## config.mk

```make
export PLATFORM = sky130hd
export DESIGN_NAME = strip_centroid_finder
export DESIGN_NICKNAME = d
export VERILOG_FILES = /design/src/rtl/scf_pkg.sv /design/src/rtl/scf_collect.sv /design/src/rtl/scf_window.sv /design/src/rtl/scf_divider.sv /design/src/rtl/strip_centroid_finder.sv
export SDC_FILE = /design/constraint.sdc
export NUM_CORES = 1
export LEC_CHECK = 0
export CORE_MARGIN = 1.5
export CORE_UTILIZATION = 60
export CTS_CLUSTER_SIZE = 25
export DETAILED_ROUTE_END_ITERATION = 7
export DONT_BUFFER_PORTS = 1
export PLACE_DENSITY = 0.82
export SYNTH_ARGS = -nofsm -noshare
export SYNTH_HDL_FRONTEND = slang
export SYNTH_SLANG_ARGS = --single-unit
```

## constraint.sdc

```tcl
create_clock -name clk -period 20.8 [get_ports clk]
set_input_delay 3.12 -clock clk [delete_from_list [all_inputs] [get_ports clk]]
set_output_delay 3.12 -clock clk [all_outputs]
set_load 0.01 [all_outputs]
```

## src/rtl/scf_pkg.sv

```systemverilog
// Package: shared state encodings for the strip centroid finder.
// Assumes: nothing beyond being compiled ahead of the modules that import it.
package scf_pkg;

    typedef enum logic {
        COL_FILL = 1'b0,
        COL_HOLD = 1'b1
    } col_state_t;

    typedef enum logic {
        CTL_IDLE = 1'b0,
        CTL_DIV  = 1'b1
    } ctl_state_t;

endpackage

```

## src/rtl/scf_collect.sv

```systemverilog
// Module: scf_collect
// Gathers a contiguous run of strips into a local buffer and tracks the peak
// (first strictly larger amplitude wins). Closes the run on an address gap,
// on an accepted last-of-event strip, or when the buffer is full, then holds
// the buffer frozen until clus_ack.
// Assumes: addresses ascend within an event and offered data is held until taken.
module scf_collect
    import scf_pkg::*;
#(
    parameter int ADDR_W = 10,
    parameter int AMP_W  = 8,
    parameter int DEPTH  = 8
) (
    input  logic                     clk,
    input  logic                     rst_n,
    input  logic                     in_valid,
    output logic                     in_ready,
    input  logic [ADDR_W-1:0]        in_addr,
    input  logic [AMP_W-1:0]         in_amp,
    input  logic                     in_last,
    input  logic                     clus_ack,
    output logic                     clus_hold,
    output logic [DEPTH*AMP_W-1:0]   amp_flat,
    output logic [$clog2(DEPTH+1)-1:0] count,
    output logic [$clog2(DEPTH)-1:0] peak_idx,
    output logic [ADDR_W-1:0]        base_addr
);

    localparam int IDX_W = $clog2(DEPTH);
    localparam int CNT_W = $clog2(DEPTH+1);

    col_state_t          state_q;
    logic [AMP_W-1:0]    amp_q [DEPTH];
    logic [CNT_W-1:0]    count_q;
    logic [ADDR_W-1:0]   base_q;
    logic [ADDR_W-1:0]   last_addr_q;
    logic [IDX_W-1:0]    peak_idx_q;
    logic [AMP_W-1:0]    peak_amp_q;
    logic                gap;
    logic                accept;
    logic                full_next;

    // Detect an offered strip that does not continue the open run.
    always_comb begin
        gap = in_valid && (count_q != '0) && (in_addr != last_addr_q + ADDR_W'(1));
    end

    assign in_ready  = (state_q == COL_FILL) && !gap;
    assign accept    = in_valid && in_ready;
    assign full_next = (count_q == CNT_W'(DEPTH-1));
    assign clus_hold = (state_q == COL_HOLD);
    assign count     = count_q;
    assign peak_idx  = peak_idx_q;
    assign base_addr = base_q;

    // Flatten the buffer for the window selector.
    generate
        for (genvar gi = 0; gi < DEPTH; gi++) begin : g_flat
            assign amp_flat[gi*AMP_W +: AMP_W] = amp_q[gi];
        end
    endgenerate

    // Store accepted strips, track the peak and sequence fill/hold.
    always_ff @(posedge clk) begin
        if (!rst_n) begin
            state_q     <= COL_FILL;
            count_q     <= '0;
            base_q      <= '0;
            last_addr_q <= '0;
            peak_idx_q  <= '0;
            peak_amp_q  <= '0;
            for (int i = 0; i < DEPTH; i++) begin
                amp_q[i] <= '0;
            end
        end else if (state_q == COL_FILL) begin
            if (accept) begin
                amp_q[count_q[IDX_W-1:0]] <= in_amp;
                last_addr_q <= in_addr;
                count_q     <= count_q + CNT_W'(1);
                if (count_q == '0) begin
                    base_q <= in_addr;
                end
                if ((count_q == '0) || (in_amp > peak_amp_q)) begin
                    peak_idx_q <= count_q[IDX_W-1:0];
                    peak_amp_q <= in_amp;
                end
                if (in_last || full_next) begin
                    state_q <= COL_HOLD;
                end
            end else if (gap) begin
                state_q <= COL_HOLD;
            end
        end else if (clus_ack) begin
            state_q <= COL_FILL;
            count_q <= '0;
        end
    end

    // every strip joining an open run is contiguous with it.
    p_contig_r2: assert property (@(posedge clk) disable iff (!rst_n)
        (accept && count_q != '0) |-> (in_addr == last_addr_q + ADDR_W'(1)));

    // a taken last-of-event strip stalls the input on the next cycle.
    p_flush_r3: assert property (@(posedge clk) disable iff (!rst_n)
        (accept && in_last) |=> !in_ready);

    // filling the final buffer slot closes the run.
    p_cap_r4: assert property (@(posedge clk) disable iff (!rst_n)
        (accept && full_next) |=> clus_hold);

    // a held cluster keeps its contents until released.
    p_hold_frozen_r1: assert property (@(posedge clk) disable iff (!rst_n)
        (clus_hold && !clus_ack) |=> ($stable(count_q) && $stable(peak_idx_q) && clus_hold));

endmodule

```

## src/rtl/scf_window.sv

```systemverilog
// Module: scf_window
// Combinational window former: picks five strips around the peak when two
// neighbours exist on each side inside the cluster, else three strips with a
// missing neighbour read as zero. Produces the signed weighted numerator, the
// amplitude sum and the window reference address (second strip of the window).
// Assumes: count >= 1 and peak_idx < count whenever the outputs are used.
module scf_window #(
    parameter int ADDR_W = 10,
    parameter int AMP_W  = 8,
    parameter int DEPTH  = 8
) (
    input  logic [DEPTH*AMP_W-1:0]     amp_flat,
    input  logic [$clog2(DEPTH+1)-1:0] count,
    input  logic [$clog2(DEPTH)-1:0]   peak_idx,
    input  logic [ADDR_W-1:0]          base_addr,
    output logic                       five,
    output logic signed [AMP_W+3:0]    num,
    output logic [AMP_W+2:0]           den,
    output logic [ADDR_W-1:0]          ref_addr
);

    localparam int NUM_W = AMP_W + 4;
    localparam int DEN_W = AMP_W + 3;

    logic [AMP_W-1:0] d1, d2, d3, d4, d5;

    // Zero-extend an amplitude into the signed numerator width.
    function automatic logic signed [NUM_W-1:0] ext(input logic [AMP_W-1:0] v);
        return signed'({{(NUM_W-AMP_W){1'b0}}, v});
    endfunction

    // Gather the up-to-five amplitudes around the peak inside the run.
    always_comb begin
        int p;
        int n;
        p  = int'(peak_idx);
        n  = int'(count);
        d1 = '0;
        d2 = '0;
        d3 = '0;
        d4 = '0;
        d5 = '0;
        for (int i = 0; i < DEPTH; i++) begin
            if (i < n) begin
                if (i == p - 2) d1 = amp_flat[i*AMP_W +: AMP_W];
                if (i == p - 1) d2 = amp_flat[i*AMP_W +: AMP_W];
                if (i == p)     d3 = amp_flat[i*AMP_W +: AMP_W];
                if (i == p + 1) d4 = amp_flat[i*AMP_W +: AMP_W];
                if (i == p + 2) d5 = amp_flat[i*AMP_W +: AMP_W];
            end
        end
        five = (p >= 2) && (p + 2 < n);
    end

    // Weighted numerator, denominator and reference for the chosen width.
    always_comb begin
        if (five) begin
            num = ext(d3) - ext(d1) + (ext(d4) <<< 1) + (ext(d5) <<< 1) + ext(d5);
            den = DEN_W'(d1) + DEN_W'(d2) + DEN_W'(d3) + DEN_W'(d4) + DEN_W'(d5);
        end else begin
            num = ext(d4) - ext(d2);
            den = DEN_W'(d2) + DEN_W'(d3) + DEN_W'(d4);
        end
        ref_addr = base_addr + ADDR_W'(peak_idx) - ADDR_W'(five);
    end

endmodule

```

## src/rtl/scf_divider.sv

```systemverilog
// Module: scf_divider
// Restoring unsigned divider, one quotient bit per cycle, MAG_W cycles per
// division. done pulses for one cycle with the quotient valid alongside it.
// Assumes: divisor is non-zero whenever start is raised; start only when idle.
module scf_divider #(
    parameter int MAG_W = 13,
    parameter int DEN_W = 11
) (
    input  logic             clk,
    input  logic             rst_n,
    input  logic             start,
    input  logic [MAG_W-1:0] dividend,
    input  logic [DEN_W-1:0] divisor,
    output logic             busy,
    output logic             done,
    output logic [MAG_W-1:0] quotient
);

    localparam int CNT_W = $clog2(MAG_W + 1);

    logic [MAG_W-1:0] dq_q;
    logic [DEN_W-1:0] rem_q;
    logic [DEN_W-1:0] den_q;
    logic [CNT_W-1:0] cnt_q;
    logic             busy_q;
    logic             done_q;
    logic [DEN_W:0]   shifted;
    logic [DEN_W:0]   diff;
    logic             take;

    // Trial subtraction for the current quotient bit.
    always_comb begin
        shifted = {rem_q, dq_q[MAG_W-1]};
        diff    = shifted - {1'b0, den_q};
        take    = (shifted >= {1'b0, den_q});
    end

    // Load operands on start, then shift one bit per cycle.
    always_ff @(posedge clk) begin
        if (!rst_n) begin
            dq_q   <= '0;
            rem_q  <= '0;
            den_q  <= '0;
            cnt_q  <= '0;
            busy_q <= 1'b0;
            done_q <= 1'b0;
        end else if (start) begin
            dq_q   <= dividend;
            rem_q  <= '0;
            den_q  <= divisor;
            cnt_q  <= CNT_W'(MAG_W);
            busy_q <= 1'b1;
            done_q <= 1'b0;
        end else if (busy_q) begin
            rem_q <= take ? diff[DEN_W-1:0] : shifted[DEN_W-1:0];
            dq_q  <= {dq_q[MAG_W-2:0], take};
            cnt_q <= cnt_q - CNT_W'(1);
            if (cnt_q == CNT_W'(1)) begin
                busy_q <= 1'b0;
                done_q <= 1'b1;
            end
        end else begin
            done_q <= 1'b0;
        end
    end

    assign busy     = busy_q;
    assign done     = done_q;
    assign quotient = dq_q;

    // a division is never launched with a zero divisor.
    p_nonzero_div_r9: assert property (@(posedge clk) disable iff (!rst_n)
        start |-> (divisor != '0));

    // the partial remainder stays below the divisor throughout.
    p_rem_bound_r8: assert property (@(posedge clk) disable iff (!rst_n)
        busy_q |-> (rem_q < den_q));

endmodule

```

## src/rtl/strip_centroid_finder.sv

```systemverilog
// Module: strip_centroid_finder (top)
// Chains the run collector, the window former and the iterative divider.
// A closed cluster with zero window sum is released at once without output;
// otherwise the scaled magnitude of the numerator is divided, the sign is
// reapplied (truncating toward zero) and a one-cycle result is emitted.
// Assumes: addresses ascend without wrap, so the centroid is non-negative.
module strip_centroid_finder
    import scf_pkg::*;
#(
    parameter int ADDR_W = 10,
    parameter int AMP_W  = 8,
    parameter int DEPTH  = 8
) (
    input  logic              clk,
    input  logic              rst_n,
    input  logic              in_valid,
    output logic              in_ready,
    input  logic [ADDR_W-1:0] in_addr,
    input  logic [AMP_W-1:0]  in_amp,
    input  logic              in_last,
    output logic              out_valid,
    output logic [ADDR_W+1:0] out_centroid,
    output logic              out_five
);

    localparam int NUM_W  = AMP_W + 4;
    localparam int DEN_W  = AMP_W + 3;
    localparam int MAG_W  = NUM_W + 1;
    localparam int CENT_W = ADDR_W + 2;
    localparam int IDX_W  = $clog2(DEPTH);
    localparam int CNT_W  = $clog2(DEPTH+1);

    logic                    clus_hold;
    logic                    clus_ack;
    logic [DEPTH*AMP_W-1:0]  amp_flat;
    logic [CNT_W-1:0]        count;
    logic [IDX_W-1:0]        peak_idx;
    logic [ADDR_W-1:0]       base_addr;
    logic                    win_five;
    logic signed [NUM_W-1:0] win_num;
    logic [DEN_W-1:0]        win_den;
    logic [ADDR_W-1:0]       win_ref;
    logic [NUM_W-1:0]        num_mag;
    logic [MAG_W-1:0]        dividend;
    logic                    div_start;
    logic                    div_busy;
    logic                    div_done;
    logic [MAG_W-1:0]        quotient;
    logic [CENT_W-1:0]       q_short;
    logic [CENT_W-1:0]       ref_scaled;

    ctl_state_t              ctl_q;
    logic [ADDR_W-1:0]       ref_q;
    logic                    neg_q;
    logic                    five_q;
    logic                    out_valid_q;
    logic [CENT_W-1:0]       out_cent_q;
    logic                    out_five_q;

    scf_collect #(
        .ADDR_W (ADDR_W),
        .AMP_W  (AMP_W),
        .DEPTH  (DEPTH)
    ) u_collect (
        .clk       (clk),
        .rst_n     (rst_n),
        .in_valid  (in_valid),
        .in_ready  (in_ready),
        .in_addr   (in_addr),
        .in_amp    (in_amp),
        .in_last   (in_last),
        .clus_ack  (clus_ack),
        .clus_hold (clus_hold),
        .amp_flat  (amp_flat),
        .count     (count),
        .peak_idx  (peak_idx),
        .base_addr (base_addr)
    );

    scf_window #(
        .ADDR_W (ADDR_W),
        .AMP_W  (AMP_W),
        .DEPTH  (DEPTH)
    ) u_window (
        .amp_flat  (amp_flat),
        .count     (count),
        .peak_idx  (peak_idx),
        .base_addr (base_addr),
        .five      (win_five),
        .num       (win_num),
        .den       (win_den),
        .ref_addr  (win_ref)
    );

    // Magnitude of the numerator scaled by four for the two fraction bits.
    always_comb begin
        num_mag  = win_num[NUM_W-1] ? NUM_W'(-win_num) : NUM_W'(win_num);
        dividend = {num_mag[NUM_W-2:0], 2'b00};
    end

    scf_divider #(
        .MAG_W (MAG_W),
        .DEN_W (DEN_W)
    ) u_div (
        .clk      (clk),
        .rst_n    (rst_n),
        .start    (div_start),
        .dividend (dividend),
        .divisor  (win_den),
        .busy     (div_busy),
        .done     (div_done),
        .quotient (quotient)
    );

    // Launch a division or release a zero-sum cluster.
    always_comb begin
        div_start = (ctl_q == CTL_IDLE) && clus_hold && (win_den != '0);
        clus_ack  = ((ctl_q == CTL_IDLE) && clus_hold && (win_den == '0))
                  || ((ctl_q == CTL_DIV) && div_done);
        q_short    = CENT_W'(quotient);
        ref_scaled = {ref_q, 2'b00};
    end

    // Sequence each cluster and register the signed result.
    always_ff @(posedge clk) begin
        if (!rst_n) begin
            ctl_q       <= CTL_IDLE;
            ref_q       <= '0;
            neg_q       <= 1'b0;
            five_q      <= 1'b0;
            out_valid_q <= 1'b0;
            out_cent_q  <= '0;
            out_five_q  <= 1'b0;
        end else begin
            out_valid_q <= 1'b0;
            if (ctl_q == CTL_IDLE) begin
                if (div_start) begin
                    ref_q  <= win_ref;
                    neg_q  <= win_num[NUM_W-1];
                    five_q <= win_five;
                    ctl_q  <= CTL_DIV;
                end
            end else if (div_done) begin
                out_valid_q <= 1'b1;
                out_cent_q  <= neg_q ? (ref_scaled - q_short) : (ref_scaled + q_short);
                out_five_q  <= five_q;
                ctl_q       <= CTL_IDLE;
            end
        end
    end

    assign out_valid    = out_valid_q;
    assign out_centroid = out_cent_q;
    assign out_five     = out_five_q;

    // a result is a single-cycle pulse.
    p_pulse_r10: assert property (@(posedge clk) disable iff (!rst_n)
        out_valid |=> !out_valid);

    // a result only follows a cycle in which the input was stalled.
    p_stall_before_out_r1: assert property (@(posedge clk) disable iff (!rst_n)
        out_valid |-> $past(!in_ready));

    // releasing a zero-sum cluster never yields a result next cycle.
    p_suppress_r9: assert property (@(posedge clk) disable iff (!rst_n)
        (clus_hold && !div_busy && !div_done && win_den == '0) |=> !out_valid);

endmodule

```

==> report_table.html, run 1 <==
<table>
<tr><th>Metric</th><th>Value</th></tr>
<tr><th colspan="2">Critical path</th></tr>
<tr><td>Data required time of the critical path</td><td>21.14 ns</td></tr>
<tr><td>Capturing instance or port of the critical path</td><td>u_div.cnt_q[1]</td></tr>
<tr><td>Crit path top cell by count</td><td>a21oi_1</td></tr>
<tr><td>Slowest cell delay on critical path</td><td>just under 0.7 ns</td></tr>
<tr><td>Crit path launch type</td><td>register</td></tr>
<tr><td>Worst setup path class</td><td>register to register</td></tr>
<tr><td>Worst reg2reg path depth</td><td>32</td></tr>
<tr><td>Slowest stage cell on the critical path</td><td>nor3_1</td></tr>
<tr><td>Arrival @ worst endpoint</td><td>9.98 ns</td></tr>
<tr><td>Endpoint class of the critical path</td><td>register</td></tr>
<tr><td>Crit path max fanout</td><td>45</td></tr>
<tr><td>Worst flop-to-flop path endpoint</td><td>u_div.cnt_q[1]</td></tr>
<tr><td>Reg-to-reg critical path startpoint</td><td>u_collect.peak_idx[2]</td></tr>
<tr><td>Reg-to-reg setup timing slack</td><td>about 11 ns</td></tr>
<tr><td>Launching instance or port of the critical path</td><td>u_collect.peak_idx[2]</td></tr>
<tr><th colspan="2">Synth</th></tr>
<tr><td>Fraction of post-synthesis cell area in the top cell type by area</td><td>0.1392</td></tr>
<tr><td>Cell accounting for the most synthesized area</td><td>dfxtp_1</td></tr>
<tr><td>Largest family of logic cells by synthesized area</td><td>compound AO/OA/AOI/OAI gates</td></tr>
<tr><td>Post-synthesis simple-gate area fraction</td><td>0.1805</td></tr>
<tr><td>Complex-gate fraction of the synthesized area</td><td>0.2010</td></tr>
<tr><td>Total number of yosys warnings</td><td>0</td></tr>
<tr><td>Number of nets in the synthesized netlist</td><td>1975</td></tr>
<tr><td>Portion of netlist area occupied by mux cells</td><td>0.08006</td></tr>
<tr><td>Top flip-flop cell by instance count after synthesis</td><td>dfxtp_1</td></tr>
<tr><td>Post-synthesis share of cell area spent on xor and xnor gates</td><td>0.05622</td></tr>
<tr><td>Post-synthesis cell count</td><td>1787</td></tr>
<tr><td>Adder and majority gate portion of the synthesized area</td><td>0.1590</td></tr>
<tr><td>Part of the Yosys area used for sequential elements</td><td>0.2677</td></tr>
<tr><td>Post-synth EDFFs</td><td>64</td></tr>
<tr><td>Async S/R FF share, synth</td><td>0</td></tr>
<tr><td>Largest cells by area after synthesis</td><td>dfxtp_1 (14%), edfxtp_1 (13%), ha_1 (11%)</td></tr>
<tr><td>Synth Cell Area</td><td>between 0.01 and 0.015 mm²</td></tr>
<tr><td>Seq cells post-synth</td><td>168</td></tr>
<tr><td>Synthesized area per cell</td><td>around 8.4 µm²</td></tr>
<tr><td>Count of unique library cells instantiated by Yosys</td><td>74</td></tr>
<tr><th colspan="2">Cells and area</th></tr>
<tr><td>Final Net Count</td><td>1942</td></tr>
<tr><td>Ratio of cells with drive above 1 in the final layout</td><td>0.04641</td></tr>
<tr><td>Total area of sequential cells</td><td>0.004004 mm²</td></tr>
<tr><td>Synthesis-to-finish area growth</td><td>5.798%</td></tr>
<tr><td>Final-layout fill cell count</td><td>between 2000 and 2500</td></tr>
<tr><td>Multi-input logic area</td><td>between 0.01 and 0.015 mm²</td></tr>
<tr><th colspan="2">Timing</th></tr>
<tr><td>Count of final setup violators</td><td>0</td></tr>
<tr><td>Clock skew</td><td>about 0.018 ns</td></tr>
<tr><td>Max Slew Vio Count</td><td>0</td></tr>
<tr><td>Setup repair after global routing missed its margin</td><td>false</td></tr>
<tr><td>Worst Tran Pin Value</td><td>1.274 ns</td></tr>
<tr><td>Post-route minimum period</td><td>about 9.6 ns</td></tr>
<tr><td>Final count of hold timing violations</td><td>0</td></tr>
<tr><td>Rel. slew slack</td><td>0.1419</td></tr>
<tr><td>Peak clock frequency supported by timing</td><td>approximately 100 MHz</td></tr>
<tr><td>Post-route fraction of the period consumed by the critical path</td><td>0.4637</td></tr>
<tr><td>Sum Neg Setup Slack</td><td>0 ns</td></tr>
<tr><th colspan="2">CTS</th></tr>
<tr><td>Clock Tree Root</td><td>clkbuf_16</td></tr>
<tr><td>Number of post-CTS setup repair buffers</td><td>0</td></tr>
<tr><td>Resized cells post-CTS</td><td>0</td></tr>
<tr><td>CTS tree</td><td>done</td></tr>
<tr><td>Number of sinks on the clock net</td><td>168</td></tr>
<tr><td>Hold buffers post-CTS</td><td>0</td></tr>
<tr><td>Largest buffer count on any clock path</td><td>2</td></tr>
<tr><td>Depth of the CTS H-tree</td><td>4</td></tr>
<tr><td>Clock latency reported for the late side of the worst-skew pair</td><td>about 0.44 ns</td></tr>
<tr><td>Clock-pin transition on the worst setup and hold timing paths</td><td>around 0.080 ns</td></tr>
<tr><td>TritonCTS Buffers</td><td>17</td></tr>
<tr><th colspan="2">Floorplanning</th></tr>
<tr><td>Placement row count</td><td>57</td></tr>
<tr><td>Die outline width</td><td>160.9 µm</td></tr>
<tr><td>Floorplan die area</td><td>about 0.026 mm²</td></tr>
<tr><td>Core box area</td><td>approximately 0.024 mm²</td></tr>
<tr><td>Num ports</td><td>37</td></tr>
<tr><td>DIE HEIGHT</td><td>between 150 and 200 µm</td></tr>
<tr><td>Initial Util</td><td>0.6132</td></tr>
<tr><th colspan="2">GRT</th></tr>
<tr><td>Total global routing overflow</td><td>0</td></tr>
<tr><td>Via count of the first global-routing pass</td><td>between 10000 and 15000</td></tr>
<tr><td>Maximum number of pins on one net before global-route repair</td><td>83</td></tr>
<tr><td>Wire length of the first global-routing pass</td><td>around 70000 µm</td></tr>
<tr><td>Number of antenna violations at the first check in global routing</td><td>2</td></tr>
<tr><td>Global router's overall resource usage</td><td>0.3463</td></tr>
<tr><th colspan="2">Pwr</th></tr>
<tr><td>VDD IR max</td><td>roughly 110 µV</td></tr>
<tr><td>Gate power share</td><td>0.562</td></tr>
<tr><td>Post-layout total power</td><td>approximately 1.8 mW</td></tr>
<tr><td>Static leakage power</td><td>~6.8 nW</td></tr>
<tr><td>Clock Power Share</td><td>0.178</td></tr>
<tr><td>Internal power</td><td>roughly 1.0 mW</td></tr>
<tr><td>Sequential power share</td><td>0.260</td></tr>
<tr><td>Power density relative to cell area</td><td>115.4 mW/mm²</td></tr>
<tr><td>Psw</td><td>0.8241 mW</td></tr>
<tr><td>Switching Fraction</td><td>0.4514</td></tr>
<tr><th colspan="2">Route</th></tr>
<tr><td>Wire length per cell after detailed routing</td><td>~21 µm</td></tr>
<tr><td>Antenna Nets Post-Route</td><td>0</td></tr>
<tr><td>Initial detailed-routing violation count</td><td>around 1400</td></tr>
<tr><td>Via count</td><td>13400</td></tr>
<tr><td>Length of the first detailed-routing pass in iterations</td><td>7</td></tr>
<tr><td>Wire length reported by the detailed router</td><td>44360 µm</td></tr>
<tr><td>Average via count per standard cell</td><td>about 6.4</td></tr>
<tr><td>Number of remaining DRC errors</td><td>0</td></tr>
<tr><th colspan="2">Outcome</th></tr>
<tr><td>Run status</td><td>completed</td></tr>
<tr><th colspan="2">Placement</th></tr>
<tr><td>Estimated wirelength of the detail-placed design</td><td>roughly 34000 µm</td></tr>
<tr><td>Global placement routability congestion</td><td>roughly 1.0</td></tr>
<tr><td>Number of port buffers</td><td>0</td></tr>
<tr><th colspan="2">Hold path</th></tr>
<tr><td>Class of the most critical hold timing path</td><td>register to register</td></tr>
<tr><th colspan="2">Flow run</th></tr>
<tr><td>MaxCap Viol Count</td><td>0</td></tr>
</table>
==> layer usage <==
layer,up-vias,track usage,share of wire
li1,6337,-,-
met1,6351,0.4742,0.44
met2,627,0.5429,0.44
met3,83,0.09065,0.099
met4,2,0.09049,0.019
met5,-,0,0.00020
==> how the worst min path moves through the flow <==
stage                     slack, ns  cells past startpoint            from              to
final                          0.46                      2  u_div.den_q[3]  u_div.den_q[3]
after global routing           0.50                      2  u_div.den_q[7]  u_div.den_q[7]
after CTS                      0.46                      2  u_div.den_q[3]  u_div.den_q[3]
after detailed placement       0.45                      2  u_div.den_q[3]  u_div.den_q[3]
after global placement         0.44                      2  u_div.den_q[3]  u_div.den_q[3]
after floorplan                0.43                      2          five_q        out_five
==> registers in the layout (all words and copies together), names as in the netlist, 8 cells and up <==
name,flops
u_collect.last_addr_q,10
out_centroid,12
u_div.rem_q,11
u_div.den_q,11
ref_q,10
u_collect.amp_q,64
u_collect.base_addr,10
u_div.quotient,13
u_collect.peak_amp_q,8
==> metrics by stage <==
stage	setup WS (ns)	util	cells	hold WS (ns)	instance area [µm²]
after floorplan	13.54	-	1787	0.4315	14960
after global placement	11.70	0.6241	2059	0.4444	15220
after detailed placement	11.35	0.6241	2059	0.4517	15220
after CTS	11.25	0.6484	2091	0.4623	15820
after global routing	10.37	0.6485	2092	0.4987	15820
final	11.16	0.6487	2094	0.4600	15820
==> synthesized netlist by cell type (40+ instances only) <==
cell type	instances
nor2_1	189
nand2_1	144
inv_1	140
ha_1	126
a21oi_1	124
dfxtp_1	104
mux2i_1	96
o21ai_0	86
xnor2_1	67
and2_1	64
edfxtp_1	64
a211oi_1	53
clkbuf_1	52
fa_1	40
nor3_1	40
==> power groups by stage <==
| stage | registers [mW] | logic, mW | clock network, mW |
|---|---|---|---|
| final | 0.474 | 1.03 | 0.325 |
| after global routing | 0.481 | 1.15 | 0.339 |
| after CTS | 0.471 | 1.02 | 0.326 |
| after detailed placement | 0.478 | 1.00 | 0 |
| after global placement | 0.476 | 0.977 | 0 |
| after floorplan | 0.444 | 0.828 | 0 |
==> worst max-delay path: cells and delay by family, from the launching register on <==
kind / cells / cell delay [ns]
DFF: 1 / 0.67
AOI/OAI and AO/OA: 16 / 3.34
and+or+nand+nor: 7 / 2.54
buffers and inverters: 2 / 0.75
adders and majority gates: 5 / 1.82
muxes: 1 / 0.23
xor gates and xnor gates: 1 / 0.16
==> kinds of logic (layout without fill, tap and decap cells) <==
kind of cell,count (synthesis),in the layout
other,0,3
and+or+nand+nor,572,572
adders and majority gates,166,166
buffers and inverters,212,192
xor gates and xnor gates,96,96
AOI/OAI and AO/OA,456,456
DFF,168,168
muxes,117,117
==> layout make-up <==
class | count | area share
antenna | 3 | 0.0004745
clock buffer | 18 | 0.02776
clock inverter | 14 | 0.009726
inverter | 144 | 0.03424
multi-input combinational | 1407 | 0.6415
sequential | 168 | 0.2530
tap | 324 | 0.02562
timing repair buffer | 16 | 0.007591
==> placed cells by master, fill, tap and decap left out, types with 19 or more instances in the layout <==
| master | n |
|---|---|
| a21o_1 | 31 |
| inv_1 | 140 |
| nand3_1 | 36 |
| and2_1 | 64 |
| dfxtp_1 | 104 |
| nand2_1 | 144 |
| a21oi_1 | 124 |
| xor2_1 | 29 |
| mux2i_1 | 96 |
| a221oi_1 | 24 |
| ha_1 | 126 |
| o21ai_0 | 85 |
| mux2_2 | 19 |
| a211oi_1 | 53 |
| nor3_1 | 39 |
| edfxtp_1 | 64 |
| nor2_1 | 189 |
| fa_1 | 40 |
| xnor2_1 | 67 |
Note: power is estimated with default switching activity, not from simulation.
==> run 2, diff against run 1 <==
Clock period 20.8 ns to 9.9 ns, I/O delays scaled along.
==> run 2 against run 1 <==
Net effect: routed wire length fell by 1.0%; sequential power rose by 110%; maximum frequency rose by 3.9%; global-route usage fell by 0.33 points; via count rose by 0.66%; largest power group unchanged.
==> report_table.html, run 2 (same netlist as run 1, synthesis figures left out) <==
<table>
<tr><th>Metric</th><th>Value</th></tr>
<tr><th colspan="2">Outcome</th></tr>
<tr><td>Run status</td><td>completed</td></tr>
<tr><th colspan="2">Route</th></tr>
<tr><td>Number of remaining DRC errors</td><td>0</td></tr>
<tr><td>Average via count per standard cell</td><td>6.435</td></tr>
<tr><td>Antenna Nets Post-Route</td><td>0</td></tr>
<tr><td>Initial detailed-routing violation count</td><td>1433</td></tr>
<tr><td>Wire length per cell after detailed routing</td><td>about 21 µm</td></tr>
<tr><td>Wire length reported by the detailed router</td><td>about 44000 µm</td></tr>
<tr><td>Via count</td><td>roughly 13000</td></tr>
<tr><td>Length of the first detailed-routing pass in iterations</td><td>8</td></tr>
<tr><th colspan="2">Critical path</th></tr>
<tr><td>Crit path depth</td><td>29</td></tr>
<tr><td>Capturing instance or port of the critical path</td><td>u_div.rem_q[6]</td></tr>
<tr><td>Endpoint class of the critical path</td><td>register</td></tr>
<tr><td>Crit path launch type</td><td>register</td></tr>
<tr><td>Worst reg2reg path depth</td><td>29</td></tr>
<tr><td>Worst flop-to-flop path endpoint</td><td>u_div.rem_q[6]</td></tr>
<tr><td>Slowest cell delay on critical path</td><td>0.70 ns</td></tr>
<tr><td>Worst setup path class</td><td>register to register</td></tr>
<tr><td>Reg-to-reg critical path startpoint</td><td>u_collect.peak_idx[2]</td></tr>
<tr><td>Reg-to-reg setup timing slack</td><td>approximately 0.62 ns</td></tr>
<tr><td>Launching instance or port of the critical path</td><td>u_collect.peak_idx[2]</td></tr>
<tr><td>Crit path top cell by count</td><td>a21oi_1</td></tr>
<tr><td>CP Buf/Inv Count</td><td>1</td></tr>
<tr><td>CP delay by family, top</td><td>compound AO/OA/AOI/OAI gates</td></tr>
<tr><td>Slowest stage cell on the critical path</td><td>nor3_1</td></tr>
<tr><td>Data required time of the critical path</td><td>between 10 and 15 ns</td></tr>
<tr><td>Arrival @ worst endpoint</td><td>between 9 and 10 ns</td></tr>
<tr><td>Crit path max fanout</td><td>16</td></tr>
<tr><th colspan="2">Placement</th></tr>
<tr><td>Number of port buffers</td><td>0</td></tr>
<tr><td>Number of cells after detailed placement</td><td>roughly 2100</td></tr>
<tr><td>Global placement routability congestion</td><td>1.023</td></tr>
<tr><td>Estimated wirelength of the detail-placed design</td><td>approximately 34000 µm</td></tr>
<tr><th colspan="2">Floorplanning</th></tr>
<tr><td>Floorplan die area</td><td>0.02588 mm²</td></tr>
<tr><td>Core box area</td><td>between 0.02 and 0.025 mm²</td></tr>
<tr><td>DIE HEIGHT</td><td>between 150 and 200 µm</td></tr>
<tr><td>Die outline width</td><td>about 160 µm</td></tr>
<tr><td>Placement row count</td><td>57</td></tr>
<tr><td>Initial Util</td><td>0.6132</td></tr>
<tr><td>Num ports</td><td>37</td></tr>
<tr><th colspan="2">Cells and area</th></tr>
<tr><td>Final standard cell count with taps included and fillers excluded</td><td>approximately 2100</td></tr>
<tr><td>Ratio of cells with drive above 1 in the final layout</td><td>0.04853</td></tr>
<tr><td>Count of inserted antenna diode cells</td><td>0</td></tr>
<tr><td>Most common cell after layout, fill and taps aside</td><td>nor2_1</td></tr>
<tr><td>Synthesis-to-finish area growth</td><td>6.074%</td></tr>
<tr><td>Highest-count cells in the layout ignoring fill and taps</td><td>nor2_1 (189), nand2_1 (144), inv_1 (140), ha_1 (126), a21oi_1 (124)</td></tr>
<tr><td>Largest reg by FF count</td><td>u_collect.amp_q</td></tr>
<tr><td>Max FFs per register</td><td>64</td></tr>
<tr><td>Final Net Count</td><td>between 1500 and 2000</td></tr>
<tr><td>Final-layout fill cell count</td><td>roughly 2000</td></tr>
<tr><th colspan="2">CTS</th></tr>
<tr><td>Clock Tree Root</td><td>clkbuf_16</td></tr>
<tr><td>Resized cells post-CTS</td><td>0</td></tr>
<tr><td>Number of post-CTS setup repair buffers</td><td>0</td></tr>
<tr><td>Hold buffers post-CTS</td><td>0</td></tr>
<tr><td>Depth of the CTS H-tree</td><td>4</td></tr>
<tr><td>Largest buffer count on any clock path</td><td>2</td></tr>
<tr><td>TritonCTS Buffers</td><td>17</td></tr>
<tr><td>Number of sinks on the clock net</td><td>around 170</td></tr>
<tr><td>Clock-pin transition on the worst setup and hold timing paths</td><td>~0.080 ns</td></tr>
<tr><td>CTS tree</td><td>done</td></tr>
<tr><td>Clock latency reported for the late side of the worst-skew pair</td><td>between 0.4 and 0.5 ns</td></tr>
<tr><th colspan="2">Timing</th></tr>
<tr><td>Max Slew Vio Count</td><td>0</td></tr>
<tr><td>Count of final setup violators</td><td>0</td></tr>
<tr><td>Peak clock frequency supported by timing</td><td>107.8 MHz</td></tr>
<tr><td>Clock skew</td><td>about 0.019 ns</td></tr>
<tr><td>Worst Tran Pin Value</td><td>~1.2 ns</td></tr>
<tr><td>Final count of hold timing violations</td><td>0</td></tr>
<tr><td>Post-route minimum period</td><td>9.280 ns</td></tr>
<tr><td>Rel. slew slack</td><td>0.1944</td></tr>
<tr><td>Sum Neg Setup Slack</td><td>0 ns</td></tr>
<tr><td>Setup repair after global routing missed its margin</td><td>false</td></tr>
<tr><td>Post-route fraction of the period consumed by the critical path</td><td>0.9373</td></tr>
<tr><th colspan="2">GRT</th></tr>
<tr><td>Wire length of the first global-routing pass</td><td>70020 µm</td></tr>
<tr><td>Number of antenna violations at the first check in global routing</td><td>1</td></tr>
<tr><td>Most utilized layer in the global route result</td><td>met2</td></tr>
<tr><td>Routing usage on met1</td><td>0.4477</td></tr>
<tr><td>Maximum number of pins on one net before global-route repair</td><td>between 80 and 90</td></tr>
<tr><td>Total global routing overflow</td><td>0</td></tr>
<tr><td>Global Route met3 Usage</td><td>0.09039</td></tr>
<tr><td>Via count of the first global-routing pass</td><td>13263</td></tr>
<tr><td>Global-route met2 utilization</td><td>0.5431</td></tr>
<tr><td>Global router's overall resource usage</td><td>0.3431</td></tr>
<tr><th colspan="2">Flow run</th></tr>
<tr><td>MaxCap Viol Count</td><td>0</td></tr>
<tr><th colspan="2">Pwr</th></tr>
<tr><td>Power density relative to cell area</td><td>around 240 mW/mm²</td></tr>
<tr><td>Post-layout total power</td><td>slightly below 4 mW</td></tr>
<tr><td>VDD IR max</td><td>~250 µV</td></tr>
<tr><td>Static leakage power</td><td>a little under 7 nW</td></tr>
<tr><th colspan="2">Hold path</th></tr>
<tr><td>Class of the most critical hold timing path</td><td>register to register</td></tr>
</table>
run 2: worst min path at each step:
stage	to	cells after the start	from	slack, ns
finish	u_div.den_q[3]	2	u_div.den_q[3]	0.46
global route	u_div.den_q[10]	2	u_div.den_q[10]	0.50
CTS	u_div.den_q[3]	2	u_div.den_q[3]	0.46
detailed placement	u_div.den_q[3]	2	u_div.den_q[3]	0.45
global placement	u_div.den_q[3]	2	u_div.den_q[3]	0.44
floorplan	out_five	2	five_q	0.43
run 2: worst min-delay path, stage by stage (launching register included):
cell and delay [ns]:
dfxtp_1 0.32, nand2_1 0.05, a21oi_1 0.05
run 2: through the flow:
stage	instance area, µm²	setup slack [ns]	hold slack [ns]	util
CTS	15860	0.9168	0.4614	0.6504
global placement	15280	1.292	0.4440	0.6264
floorplan	14960	2.635	0.4315	-
detailed placement	15280	0.9723	0.4481	0.6264
global route	15860	0.05725	0.4954	0.6504
finish	15860	0.6203	0.4637	0.6504
run 2: area by class of cell:
| cell class | instances | area [µm²] | area share |
|---|---|---|---|
| clock buffer | 19 | 454.2 | 0.02863 |
| clock inverter | 12 | 130.1 | 0.008203 |
| inverter | 144 | 541.8 | 0.03415 |
| multi-input combinational | 1407 | 10150 | 0.6399 |
| sequential | 168 | 4004 | 0.2524 |
| tap | 324 | 405.4 | 0.02555 |
| timing repair buffer | 22 | 177.7 | 0.01120 |
run 2: routing by layer:
layer,up-vias,share of wire
li1,6347,-
met1,6311,0.41
met2,701,0.45
met3,129,0.11
met4,0,0.031
met5,-,0
run 2: report_power, final:
part	leakage (nW)	switching (mW)	internal, mW	total (mW)
clock network	0.284	0.317	0.369	0.687
registers	1.51	0.155	0.843	0.999
logic	5.01	1.25	0.922	2.17
total	6.80	1.72	2.14	3.85
